[config.mk]
export PLATFORM = sky130hd
export DESIGN_NAME = status_report_unit
export DESIGN_NICKNAME = d
export VERILOG_FILES = /design/src/rtl/srq_pkg.sv /design/src/rtl/srq_event_reg.sv /design/src/rtl/srq_xfilter.sv /design/src/rtl/srq_status_core.sv /design/src/rtl/status_report_unit.sv
export SDC_FILE = /design/constraint.sdc
export NUM_CORES = 1
export LEC_CHECK = 0
export ABC_CLOCK_PERIOD_IN_PS = 2400
export BUFFER_PORTS_ARGS = -buffer_cell sky130_fd_sc_hd__buf_2
export CAP_MARGIN = 20
export CORE_ASPECT_RATIO = 2
export CORE_MARGIN = 2
export CORE_UTILIZATION = 55
export CTS_BUF_LIST = sky130_fd_sc_hd__clkbuf_4 sky130_fd_sc_hd__clkbuf_8
export CTS_CLUSTER_SIZE = 10
export DETAILED_ROUTE_END_ITERATION = 7
export PLACE_DENSITY = 0.85
export SETUP_SLACK_MARGIN = 0.5
export SYNTH_ARGS = -nofsm -noshare
export SYNTH_HDL_FRONTEND = slang
export SYNTH_SLANG_ARGS = --single-unit
[constraint.sdc]
create_clock -name clk -period 2.4 [get_ports clk]
set_input_delay 0.36 -clock clk [delete_from_list [all_inputs] [get_ports clk]]
set_output_delay 0.36 -clock clk [all_outputs]
set_load 0.1 [all_outputs]
[src/rtl/srq_pkg.sv]
package srq_pkg;

    typedef enum logic [1:0] {
        TF_NONE = 2'd0,
        TF_RISE = 2'd1,
        TF_FALL = 2'd2,
        TF_BOTH = 2'd3
    } tf_mode_e;

    typedef enum logic [1:0] {
        MSEL_SRE  = 2'd0,
        MSEL_ESE  = 2'd1,
        MSEL_EESE = 2'd2
    } mask_sel_e;

    localparam int STB_W    = 8;
    localparam int STB_EAV  = 2;
    localparam int STB_EES  = 3;
    localparam int STB_MAV  = 4;
    localparam int STB_ESB  = 5;
    localparam int STB_SUM  = 6;

    typedef struct packed {
        logic esb;
        logic mav;
        logic ees;
        logic eav;
    } stb_src_t;

    function automatic logic [STB_W-1:0] pack_stb(stb_src_t s, logic b6);
        logic [STB_W-1:0] b;
        b = '0;
        b[STB_EAV] = s.eav;
        b[STB_EES] = s.ees;
        b[STB_MAV] = s.mav;
        b[STB_ESB] = s.esb;
        b[STB_SUM] = b6;
        return b;
    endfunction

    function automatic logic tf_hit(tf_mode_e m, logic rise, logic fall);
        return (rise && (m == TF_RISE || m == TF_BOTH)) ||
               (fall && (m == TF_FALL || m == TF_BOTH));
    endfunction

endpackage

[src/rtl/srq_event_reg.sv]
module srq_event_reg #(
    parameter int W = 8
) (
    input  logic         clk,
    input  logic         rst,
    input  logic [W-1:0] set_i,
    input  logic         clr_i,
    input  logic [W-1:0] mask_i,
    output logic [W-1:0] q_o,
    output logic         sum_o
);

    logic [W-1:0] q;

    always_ff @(posedge clk) begin
        if (rst) begin
            q <= '0;
        end else begin
            q <= (clr_i ? '0 : q) | set_i;
        end
    end

    assign q_o   = q;
    assign sum_o = |(q & mask_i);

    // a set bit is present after the edge, even alongside a clear
    assert_set_kept_R11: assert property (@(posedge clk) disable iff (rst)
        (|set_i) |=> ((q & $past(set_i)) == $past(set_i)));

    // a clear with no new events empties the register
    assert_clear_empties_R11: assert property (@(posedge clk) disable iff (rst)
        (clr_i && set_i == '0) |=> (q == '0));

    // without a clear, bits never drop
    assert_sticky_R13: assert property (@(posedge clk) disable iff (rst)
        (!clr_i) |=> ((q & $past(q)) == $past(q)));

endmodule

[src/rtl/srq_xfilter.sv]
module srq_xfilter
    import srq_pkg::*;
#(
    parameter int W     = 16,
    parameter int IDX_W = 4
) (
    input  logic             clk,
    input  logic             rst,
    input  logic [W-1:0]     cond_i,
    input  logic             wr_i,
    input  logic [IDX_W-1:0] idx_i,
    input  logic [1:0]       mode_i,
    output logic [W-1:0]     set_o
);

    logic [W-1:0] cond_q;

    always_ff @(posedge clk) begin
        if (rst) cond_q <= '0;
        else     cond_q <= cond_i;
    end

    for (genvar k = 0; k < W; k++) begin : g_bit
        tf_mode_e mode_q;
        logic     rise;
        logic     fall;

        always_ff @(posedge clk) begin
            if (rst) begin
                mode_q <= TF_NONE;
            end else if (wr_i && idx_i == IDX_W'(k)) begin
                mode_q <= tf_mode_e'(mode_i);
            end
        end

        assign rise     = cond_i[k] & ~cond_q[k];
        assign fall     = ~cond_i[k] & cond_q[k];
        assign set_o[k] = tf_hit(mode_q, rise, fall);

        // a bit in capture-nothing mode never produces an event
        assert_none_quiet_R10: assert property (@(posedge clk) disable iff (rst)
            (mode_q == TF_NONE) |-> !set_o[k]);
    end

endmodule

[src/rtl/srq_status_core.sv]
module srq_status_core
    import srq_pkg::*;
(
    input  logic             clk,
    input  logic             rst,
    input  stb_src_t         src_i,
    input  logic [STB_W-1:0] sre_i,
    input  logic             poll_i,
    output logic [STB_W-1:0] stb_o,
    output logic [STB_W-1:0] poll_o,
    output logic             rqs_o
);

    logic [STB_W-1:0] base;
    logic             mss;
    logic             mss_d;
    logic             rqs;
    logic             mss_rise;

    assign base     = pack_stb(src_i, 1'b0);
    assign mss      = |(base & sre_i);
    assign mss_rise = mss & ~mss_d;

    always_ff @(posedge clk) begin
        if (rst) begin
            mss_d <= 1'b0;
            rqs   <= 1'b0;
        end else begin
            mss_d <= mss;
            rqs   <= mss & (mss_rise | (rqs & ~poll_i));
        end
    end

    assign stb_o  = pack_stb(src_i, mss);
    assign poll_o = pack_stb(src_i, rqs);
    assign rqs_o  = rqs;

    assert_fixed_zero_R1: assert property (@(posedge clk) disable iff (rst)
        (stb_o[7] == 1'b0 && stb_o[1:0] == 2'b00 &&
         poll_o[7] == 1'b0 && poll_o[1:0] == 2'b00));

    assert_rqs_on_rise_R6: assert property (@(posedge clk) disable iff (rst)
        mss_rise |=> rqs_o);

    assert_rqs_drop_R7: assert property (@(posedge clk) disable iff (rst)
        !stb_o[STB_SUM] |=> !rqs_o);

    assert_poll_clears_R8: assert property (@(posedge clk) disable iff (rst)
        (poll_i && !mss_rise) |=> !rqs_o);

endmodule

[src/rtl/status_report_unit.sv]
module status_report_unit
    import srq_pkg::*;
#(
    parameter  int STD_W = 8,
    parameter  int EXT_W = 16,
    localparam int WR_W  = (EXT_W > STD_W) ? ((EXT_W > 8) ? EXT_W : 8)
                                           : ((STD_W > 8) ? STD_W : 8),
    localparam int IDX_W = (EXT_W > 1) ? $clog2(EXT_W) : 1
) (
    input  logic             clk,
    input  logic             rst,
    input  logic             wr_en_i,
    input  logic [1:0]       wr_sel_i,
    input  logic [WR_W-1:0]  wr_data_i,
    input  logic             filt_wr_i,
    input  logic [IDX_W-1:0] filt_idx_i,
    input  logic [1:0]       filt_mode_i,
    input  logic [STD_W-1:0] std_set_i,
    input  logic [EXT_W-1:0] cond_i,
    input  logic             outq_nonempty_i,
    input  logic             errq_nonempty_i,
    input  logic             rd_std_i,
    input  logic             rd_ext_i,
    input  logic             poll_i,
    output logic [7:0]       sre_o,
    output logic [STD_W-1:0] ese_o,
    output logic [EXT_W-1:0] eese_o,
    output logic [STD_W-1:0] std_evt_o,
    output logic [EXT_W-1:0] ext_evt_o,
    output logic [7:0]       stb_o,
    output logic [7:0]       poll_byte_o,
    output logic             srq_o
);

    logic [7:0]       sre_q;
    logic [STD_W-1:0] ese_q;
    logic [EXT_W-1:0] eese_q;
    logic [EXT_W-1:0] ext_set;
    logic             esb;
    logic             ees;
    stb_src_t         src;

    always_ff @(posedge clk) begin
        if (rst) begin
            sre_q  <= '0;
            ese_q  <= '0;
            eese_q <= '0;
        end else if (wr_en_i) begin
            case (mask_sel_e'(wr_sel_i))
                MSEL_SRE:  sre_q  <= wr_data_i[7:0];
                MSEL_ESE:  ese_q  <= wr_data_i[STD_W-1:0];
                MSEL_EESE: eese_q <= wr_data_i[EXT_W-1:0];
                default:   ;
            endcase
        end
    end

    srq_event_reg #(.W(STD_W)) u_std (
        .clk    (clk),
        .rst    (rst),
        .set_i  (std_set_i),
        .clr_i  (rd_std_i),
        .mask_i (ese_q),
        .q_o    (std_evt_o),
        .sum_o  (esb)
    );

    srq_xfilter #(.W(EXT_W), .IDX_W(IDX_W)) u_filt (
        .clk    (clk),
        .rst    (rst),
        .cond_i (cond_i),
        .wr_i   (filt_wr_i),
        .idx_i  (filt_idx_i),
        .mode_i (filt_mode_i),
        .set_o  (ext_set)
    );

    srq_event_reg #(.W(EXT_W)) u_ext (
        .clk    (clk),
        .rst    (rst),
        .set_i  (ext_set),
        .clr_i  (rd_ext_i),
        .mask_i (eese_q),
        .q_o    (ext_evt_o),
        .sum_o  (ees)
    );

    assign src.esb = esb;
    assign src.mav = outq_nonempty_i;
    assign src.ees = ees;
    assign src.eav = errq_nonempty_i;

    srq_status_core u_core (
        .clk    (clk),
        .rst    (rst),
        .src_i  (src),
        .sre_i  (sre_q),
        .poll_i (poll_i),
        .stb_o  (stb_o),
        .poll_o (poll_byte_o),
        .rqs_o  (srq_o)
    );

    assign sre_o  = sre_q;
    assign ese_o  = ese_q;
    assign eese_o = eese_q;

    // queue flags reach the byte with no register in between
    assert_queue_bits_R2: assert property (@(posedge clk) disable iff (rst)
        (stb_o[STB_EAV] == errq_nonempty_i) && (stb_o[STB_MAV] == outq_nonempty_i));

    // the request line never stands without a summary behind it
    assert_srq_needs_sum_R9: assert property (@(posedge clk) disable iff (rst)
        srq_o |-> $past(stb_o[STB_SUM]));

endmodule

==> Flow_metrics.wiki, run 1 <==
{| class="wikitable"
! Metric !! Value
|-
| CP top delay family || compound AO/OA/AOI/OAI gates
|-
| Relative area change from synthesis to final layout || 25.0%
|-
| Post-synthesis sequential element count || between 100 and 150
|-
| Share of the synthesized area in the top cell type || between 50% and 60%
|-
| Kind of capture point of the worst setup path || primary output
|-
| Core area || ~7300 µm²
|-
| Ports placed on the boundary || 130
|-
| Routed wire length per instance || approximately 16 µm
|-
| Remaining routing DRC violations || 0
|-
| Critical path type || reg -> out
|-
| Clock tree from TritonCTS || done
|-
| Post-Route Skew || ~8.4 ps
|-
| Accumulated negative setup slack || 0 ps
|-
| Syn Area/Cell || 8.93 µm²
|-
| Final GP Congestion || 0.837
|-
| Status || completed
|-
| Number of distinct library cells after synthesis || 30
|-
| Setup repair after global routing missed its margin || yes
|-
| Standard cell with the maximum stage delay on the critical path || dfxtp_4
|-
| Yosys top cell by area || dfxtp_1
|-
| Area of the die || a little over 8000 µm²
|-
| Die boundary height || between 100 and 150 µm
|-
| Routed wire length || about 11 mm
|-
| Final core occ || a little under three quarters
|-
| Max IR drop VDD || 418 µV
|-
| Static power due to leakage || 0.00216 µW
|-
| Number of nets in the finished design || between 600 and 700
|-
| Initial standard-cell utilization of the core || between 50% and 60%
|-
| Top post-synthesis cells by area || dfxtp_1 (51%), nand3b_1 (6.2%), a21oi_1 (6.0%)
|-
| Count of final setup violators || 0
|-
| Data arrival time of the worst path || 1950 ps
|-
| Largest stage delay, worst path || roughly 350 ps
|-
| Max-cap violations || 0
|-
| Ys flop type || dfxtp_1
|-
| Relative slew slack || between 50% and 60%
|-
| FMAX || 433 MHz
|-
| Final period util || between 90% and 100%
|-
| Antenna violations before repair || 0
|-
| # fillers || approximately 570
|-
| Placed wire-length estimate || approximately 8.1 mm
|-
| CP cell instances || a22o_1 > a221oi_2 > nand4_1 > buf_6 > a21boi_2 > inv_2 > buf_12
|-
| Power per cell area || about 670 nW/µm²
|-
| Logic depth of the worst path, buffers included || 7
|-
| Aggregate global routing overflow || 0
|-
| TritonCTS Buffers || 9
|-
| Data required time at the worst endpoint || between 2000 and 2500 ps
|-
| Leading cell types in the layout, fill and taps excluded || buf_2 (120), nand2_1 (65), dfxtp_1 (55), a21oi_1 (50), nor2_1 (42)
|-
| Async set-reset flop share out of synthesis || 0%
|-
| Max-slew violation total from the final report || 0
|-
| CTS Root Cell || clkbuf_8
|-
| Kind of path behind the tightest hold check || in -> reg
|-
| Synthesized netlist cell count || between 400 and 500
|-
| Clock latency on the worst-skew pair || about 370 ps
|-
| Post-DR vias/cell || 5.47
|-
| Via count of the first global-routing pass || 3514
|-
| Number of buffers and inverters on the critical path || 3
|-
| Area occupied by registers || about 2300 µm²
|-
| Slew at the pin closest to its max-slew limit || 630 ps
|-
| Overall power of the completed layout || 3460 µW
|-
| Share of the yosys chip area belonging to registers || between 50% and 60%
|-
| Post-route antenna net violation count || 0
|-
| Number of hold-slack violations in the final timing report || 0
|-
| Instance count along the most critical hold path || 3
|-
| Pin count of the biggest net entering global routing || ~110
|-
| Total of hold buffers inserted after clock tree synthesis || 0
|-
| Longest Clk Path Bufs || 2
|-
| Worst-path maximum fanout || 3
|-
| EDFF count, synth || 0
|-
| Total global-route track usage || a little over a quarter
|-
| R2R cell count || 8
|-
| Area taken by multi-input logic gates || 1860 µm²
|-
| Leading cell type in the layout, fill and taps excluded || buf_2
|-
| First-pass GRT wire length || between 15 and 20 mm
|-
| Horizontal extent of the die || 65.4 µm
|-
| # rows || 44
|-
| Category of the worst setup path launch point || flip-flop
|-
| Clock period minus worst slack || 2310 ps
|-
| Share of layout cells above drive strength 1 || between 30% and 40%
|-
| Total vias in the final route || 3666
|-
| Netlist area before placement || 4140 µm²
|-
| Port Buffer Count || around 120
|-
| Clock-pin transition on the worst setup and hold timing paths || approximately 90 ps
|-
| Drt pass-1 iters || 5
|-
| Depth of the CTS H-tree || 3
|-
| Ys Warns || 0
|-
| Antenna cell count || 0
|-
| Clock Sink Count || ~110
|-
| Number of violations reported at the end of detailed-routing iteration 0 || 176
|}
## Yosys cell counts, drive strengths merged, types with 2 or more instances
cell	n
a221oi	4
nand3	7
nand2b	19
a22oi	4
o21ai	20
nor2	42
a31oi	16
nand4	2
a22o	4
or2	2
nand3b	34
clkbuf	15
a21oi	50
mux2i	22
inv	2
nand2	65
buf	24
dfxtp	106
and2b	2
nor3b	2
nor2b	16
## routing by layer
metal | share of wire [%] | track usage (%) | wire length (µm) | vias up
li1 | - | - | - | 1793
met1 | 35 | 25.5 | 3880 | 1723
met2 | 55 | 49.4 | 6100 | 123
met3 | 5.4 | 4.61 | 599 | 27
met4 | 3.9 | 15.9 | 434 | 0
met5 | 0 | 0 | 0 | -
## sequential cells by signal, summed over array words and instances (netlist names)
register / cells
u_filt.g_bit.mode_q: 32
u_filt.cond_q: 16
sre_o: 8
eese_o: 16
u_std.q_o: 8
u_ext.q_o: 16
u_core.rqs_o: 1
u_core.mss_d: 1
ese_o: 8
## what timing repair did
action / in CTS / in global routing
pin swaps: 5 / 4
setup endpoints to repair: 5 / 3
gates resized for setup: 20 / 1
setup buffers: 4 / 3
## cell families (layout without fill, tap and decap cells)
logic type / count (synthesis) / count (layout) / synth area share, %
simple gates: 193 / 193 / 24.1
other cells: 1 / 6 / 0.0905
buf+inv: 41 / 150 / 5.34
mux: 22 / 22 / 5.31
compound gates: 101 / 101 / 14.0
flops: 106 / 106 / 51.2
## final cells by class
cell class / count / share of cell area [%]
tap: 92 / 2.22
timing repair buffer: 132 / 14.4
sequential: 106 / 43.7
clock inverter: 4 / 0.821
clock buffer: 12 / 2.83
inverter: 2 / 0.145
multi-input combinational: 322 / 35.9
## report_power, final
group | internal, µW | switching, µW
Clock | 509 | 545
Combinational | 129 | 462
Sequential | 1790 | 33.2
## worst paths after layout
path                           start                      end  slack, ps
max          u_ext.q_o[1]$_SDFF_PP0_                 stb_o[6]         90
min                     std_set_i[3]  u_std.q_o[3]$_SDFF_PP0_        190
max reg2reg  u_ext.q_o[1]$_SDFF_PP0_  u_core.rqs_o$_SDFF_PP0_        670
min reg2reg  u_core.mss_d$_SDFF_PP0_  u_core.rqs_o$_SDFF_PP0_        440
## worst register-to-register path, stage by stage, from the launching register on
cell and delay (ps):
dfxtp_4 350, a22o_1 250, a221oi_2 210, nand4_1 180, buf_6 180, a21boi_2 170, buf_4 130, buf_4 100
a211oi_1 40
## per-stage QoR
step	instance area, µm²	cells	hold slack (ps)	setup WS (ps)
2_1_floorplan	4310	469	393	529
3_3_place_gp	4850	647	408	298
3_5_place_dp	4850	647	436	293
4_1_cts	5150	667	189	50.4
5_1_grt	5180	670	197	12.2
6_report	5180	670	194	89.9
Power figures use the tool's default switching activity.
==> run 2, diff against run 1 <==
--- a/config.mk
+++ b/config.mk
@@ -10,11 +10,11 @@
 export CAP_MARGIN = 20
 export CORE_ASPECT_RATIO = 2
 export CORE_MARGIN = 2
-export CORE_UTILIZATION = 55
+export CORE_UTILIZATION = 45
 export CTS_BUF_LIST = sky130_fd_sc_hd__clkbuf_4 sky130_fd_sc_hd__clkbuf_8
 export CTS_CLUSTER_SIZE = 10
 export DETAILED_ROUTE_END_ITERATION = 7
-export PLACE_DENSITY = 0.85
+export PLACE_DENSITY = 0.72
 export SETUP_SLACK_MARGIN = 0.5
 export SYNTH_ARGS = -nofsm -noshare
 export SYNTH_HDL_FRONTEND = slang
==> run 2 against run 1 <==
Effect of this change:
- setup slack worse by 69 ps
- combinational power is 0.8% lower
- largest power group unchanged
- global-route usage is 4.0 points lower
- clock skew is 4.1 ps higher
- routed wire length is 1.7% higher
- flip-flop and latch count stayed put
- largest cell class unchanged
- via count is 1.9% lower
- sequential power hardly changed
- clock-buffer cell count stayed put
- final cell count is 0.90% higher
- design area hardly changed
- critical path depth is 1 lower
==> Flow_metrics.wiki, run 2 (synthesized netlist as in run 1, its figures left out) <==
{| class="wikitable"
! Metric !! Value
|-
| Post-DR vias/cell || 5.32 (-2.8%)
|-
| Clock latency on the worst-skew pair || 380 ps (about the same)
|-
| Critical path type || reg -> out
|-
| Final cell count without fillers || 676 (+0.90%)
|-
| First-pass GRT wire length || 17.0 mm (+2.4%)
|-
| Portion of total power attributed to sequential cells || 51.2% (-1.3 points)
|-
| Largest reg by FF count || u_filt.g_bit.mode_q
|-
| TritonCTS Buffers || 9 (unchanged)
|-
| Total vias in the final route || 3597 (-1.9%)
|-
| Final period util || 99.1% (+2.9 points)
|-
| Die boundary height || 140 µm (+10%)
|-
| Area of the die || 10000 µm² (+21%)
|-
| Relative slew slack || 54.5% (-3.4 points)
|-
| Pin count of the biggest net entering global routing || 46 (-57%)
|-
| Largest stage delay, worst path || 350 ps (about the same)
|-
| Routed wire length per instance || 16.6 µm (+0.76%)
|-
| Aggregate global routing overflow || 0 (unchanged)
|-
| Sw frac || 30.4% (+0.35 points)
|-
| CP top delay family || compound AO/OA/AOI/OAI gates
|-
| Slew at the pin closest to its max-slew limit || 680 ps (+50.2 ps)
|-
| Port Buffer Count || 123 (unchanged)
|-
| Proportion of power drawn by the clock network || 32.4% (+2.0 points)
|-
| Total global-route track usage || 22.4% (-4.0 points)
|-
| Leading cell type in the layout, fill and taps excluded || buf_2
|-
| Flip-flop count of the largest register, all copies and words added || 32 (unchanged)
|-
| Total of hold buffers inserted after clock tree synthesis || 0 (unchanged)
|-
| Depth of the CTS H-tree || 3 (unchanged)
|-
| Clock period minus worst slack || 2380 ps (+68.8 ps)
|-
| Category of the worst setup path launch point || flip-flop
|-
| Horizontal extent of the die || 71.9 µm (+9.9%)
|-
| Leading cell types in the layout, fill and taps excluded || buf_2 (120), nand2_1 (65), dfxtp_1 (55), a21oi_1 (50), nor2_1 (42)
|-
| Max-slew violation total from the final report || 0 (unchanged)
|-
| Number of violations reported at the end of detailed-routing iteration 0 || 194 (+10%)
|-
| Static power due to leakage || 0.00216 µW (-0.13%)
|-
| Power per cell area || 687 nW/µm² (+2.7%)
|-
| Ports placed on the boundary || 130 (unchanged)
|-
| Setup repair after global routing missed its margin || yes
|-
| Clock tree from TritonCTS || done
|-
| Worst-path maximum fanout || 3 (unchanged)
|-
| Overall power of the completed layout || 3560 µW (+2.7%)
|-
| Relative area change from synthesis to final layout || 25.0% (about the same)
|-
| Max-cap violations || 0 (unchanged)
|-
| Routed wire length || 11.2 mm (+1.7%)
|-
| Placed wire-length estimate || 8.73 mm (+7.3%)
|-
| Number of nets in the finished design || 626 (-0.63%)
|-
| Final GP Congestion || 0.826 (-1.3%)
|-
| Post-Route Skew || 12.5 ps (+4.13 ps)
|-
| # rows || 49 (+11%)
|-
| Status || completed
|-
| Internal Pwr Total || 2480 µW (+2.2%)
|-
| Kind of capture point of the worst setup path || primary output
|-
| Share of total power in combinational logic || 16.5% (-0.6 points)
|-
| Longest Clk Path Bufs || 2 (unchanged)
|-
| CP cell instances || a22oi_1 > nand4_1 > a222oi_1 > a21boi_4 > inv_2 > buf_8
|-
| FMAX || 420 MHz (-2.9%)
|-
| CTS Root Cell || clkbuf_8
|-
| Drt pass-1 iters || 4 (-1)
|-
| Dpl cells || 659 (+1.9%)
|-
| Share of layout cells above drive strength 1 || 35.5% (-0.45 points)
|-
| # fillers || 807 (+42%)
|-
| Clock Sink Count || 106 (unchanged)
|-
| Data arrival time of the worst path || 2020 ps (+70 ps)
|-
| Kind of path behind the tightest hold check || in -> reg
|-
| Net switching power figure || 1080 µW (+3.9%)
|-
| Max IR drop VDD || 368 µV (-12%)
|-
| Core area || 8950 µm² (+23%)
|-
| Standard cell with the maximum stage delay on the critical path || dfxtp_4
|-
| Post-route antenna net violation count || 0 (unchanged)
|-
| Remaining routing DRC violations || 0 (unchanged)
|-
| Number of hold-slack violations in the final timing report || 0 (unchanged)
|-
| Initial standard-cell utilization of the core || 46.3% (-11 points)
|-
| Clock-pin transition on the worst setup and hold timing paths || 90 ps (about the same)
|-
| Antenna cell count || 0 (unchanged)
|-
| Count of final setup violators || 0 (unchanged)
|-
| Number of buffers and inverters on the critical path || 2 (-1)
|-
| Antenna violations before repair || 0 (unchanged)
|-
| Data required time at the worst endpoint || 2040 ps (about the same)
|-
| Via count of the first global-routing pass || 3359 (-4.4%)
|}
-- run 2: changes by cell type in the layout (fill, tap and decap cells not counted), sizes merged --
cell | before | now
buf | 132 | 128
-- run 2: power by group through the flow --
stage / Sequential (µW) / Clock [µW] / Combinational (µW)
finish: 1820 / 1150 / 586
CTS: 1820 / 1170 / 587
floorplan: 2060 / 0 / 254
global route: 1830 / 1240 / 614
global placement: 1850 / 0 / 577
detailed placement: 1860 / 0 / 582
-- run 2: layer usage --
layer | vias to the layer above | part of all wire (%) | global-route usage [%]
met5 | - | 0 | 0
met2 | 112 | 57 | 43.3
li1 | 1787 | - | -
met3 | 16 | 5.6 | 4.42
met4 | 0 | 2.1 | 10.4
met1 | 1682 | 35 | 21.4
-- run 2: metrics by stage --
stage | util, % | setup TNS [ps] | setup WS, ps | area [µm²] | hold WS [ps]
after floorplan | - | 0 | 529 | 4310 | 393
after global placement | 54.5 | 0 | 253 | 4880 | 406
after detailed placement | 54.5 | 0 | 258 | 4880 | 415
after CTS | 57.8 | 0 | 23.2 | 5170 | 180
after global routing | 57.9 | -96.0 | -96.0 | 5180 | 184
final | 57.9 | 0 | 21.1 | 5180 | 190
-- run 2: repair_timing --
action / 4_1_cts / 5_1_grt
pin swaps: 4 / 3
buffers inserted: 1 / 0
cloned: 0 / 0
endpoints found under the setup margin: 5 / 3
gates resized for setup: 16 / 3
-- run 2: layout make-up --
type                    count  area, µm²  share of cell area [%]
clock buffers              12        165                    3.19
clock inverters             4       48.8                   0.942
inverters                   2       7.51                   0.145
multi-input cells         322       1860                    35.8
flip-flops and latches    106       2270                    43.7
well taps                 102        128                    2.46
repair buffers            128        709                    13.7
-- run 2: final timing paths --
| check | from | cells past startpoint | endpoint | slack [ps] |
|---|---|---|---|---|
| max | u_std.q_o[1]$_SDFF_PP0_ | 6 | stb_o[6] | 20 |
| min reg2reg | u_core.mss_d$_SDFF_PP0_ | 1 | u_core.rqs_o$_SDFF_PP0_ | 430 |
| max reg2reg | u_std.q_o[1]$_SDFF_PP0_ | 5 | u_core.rqs_o$_SDFF_PP0_ | 810 |
| min | std_set_i[7] | 3 | u_std.q_o[7]$_SDFF_PP0_ | 190 |
-- run 2: tightest hold or removal path, cell delays in order --
cell	delay [ps]
buf_2	70
a21oi_1	30
nor2_1	70
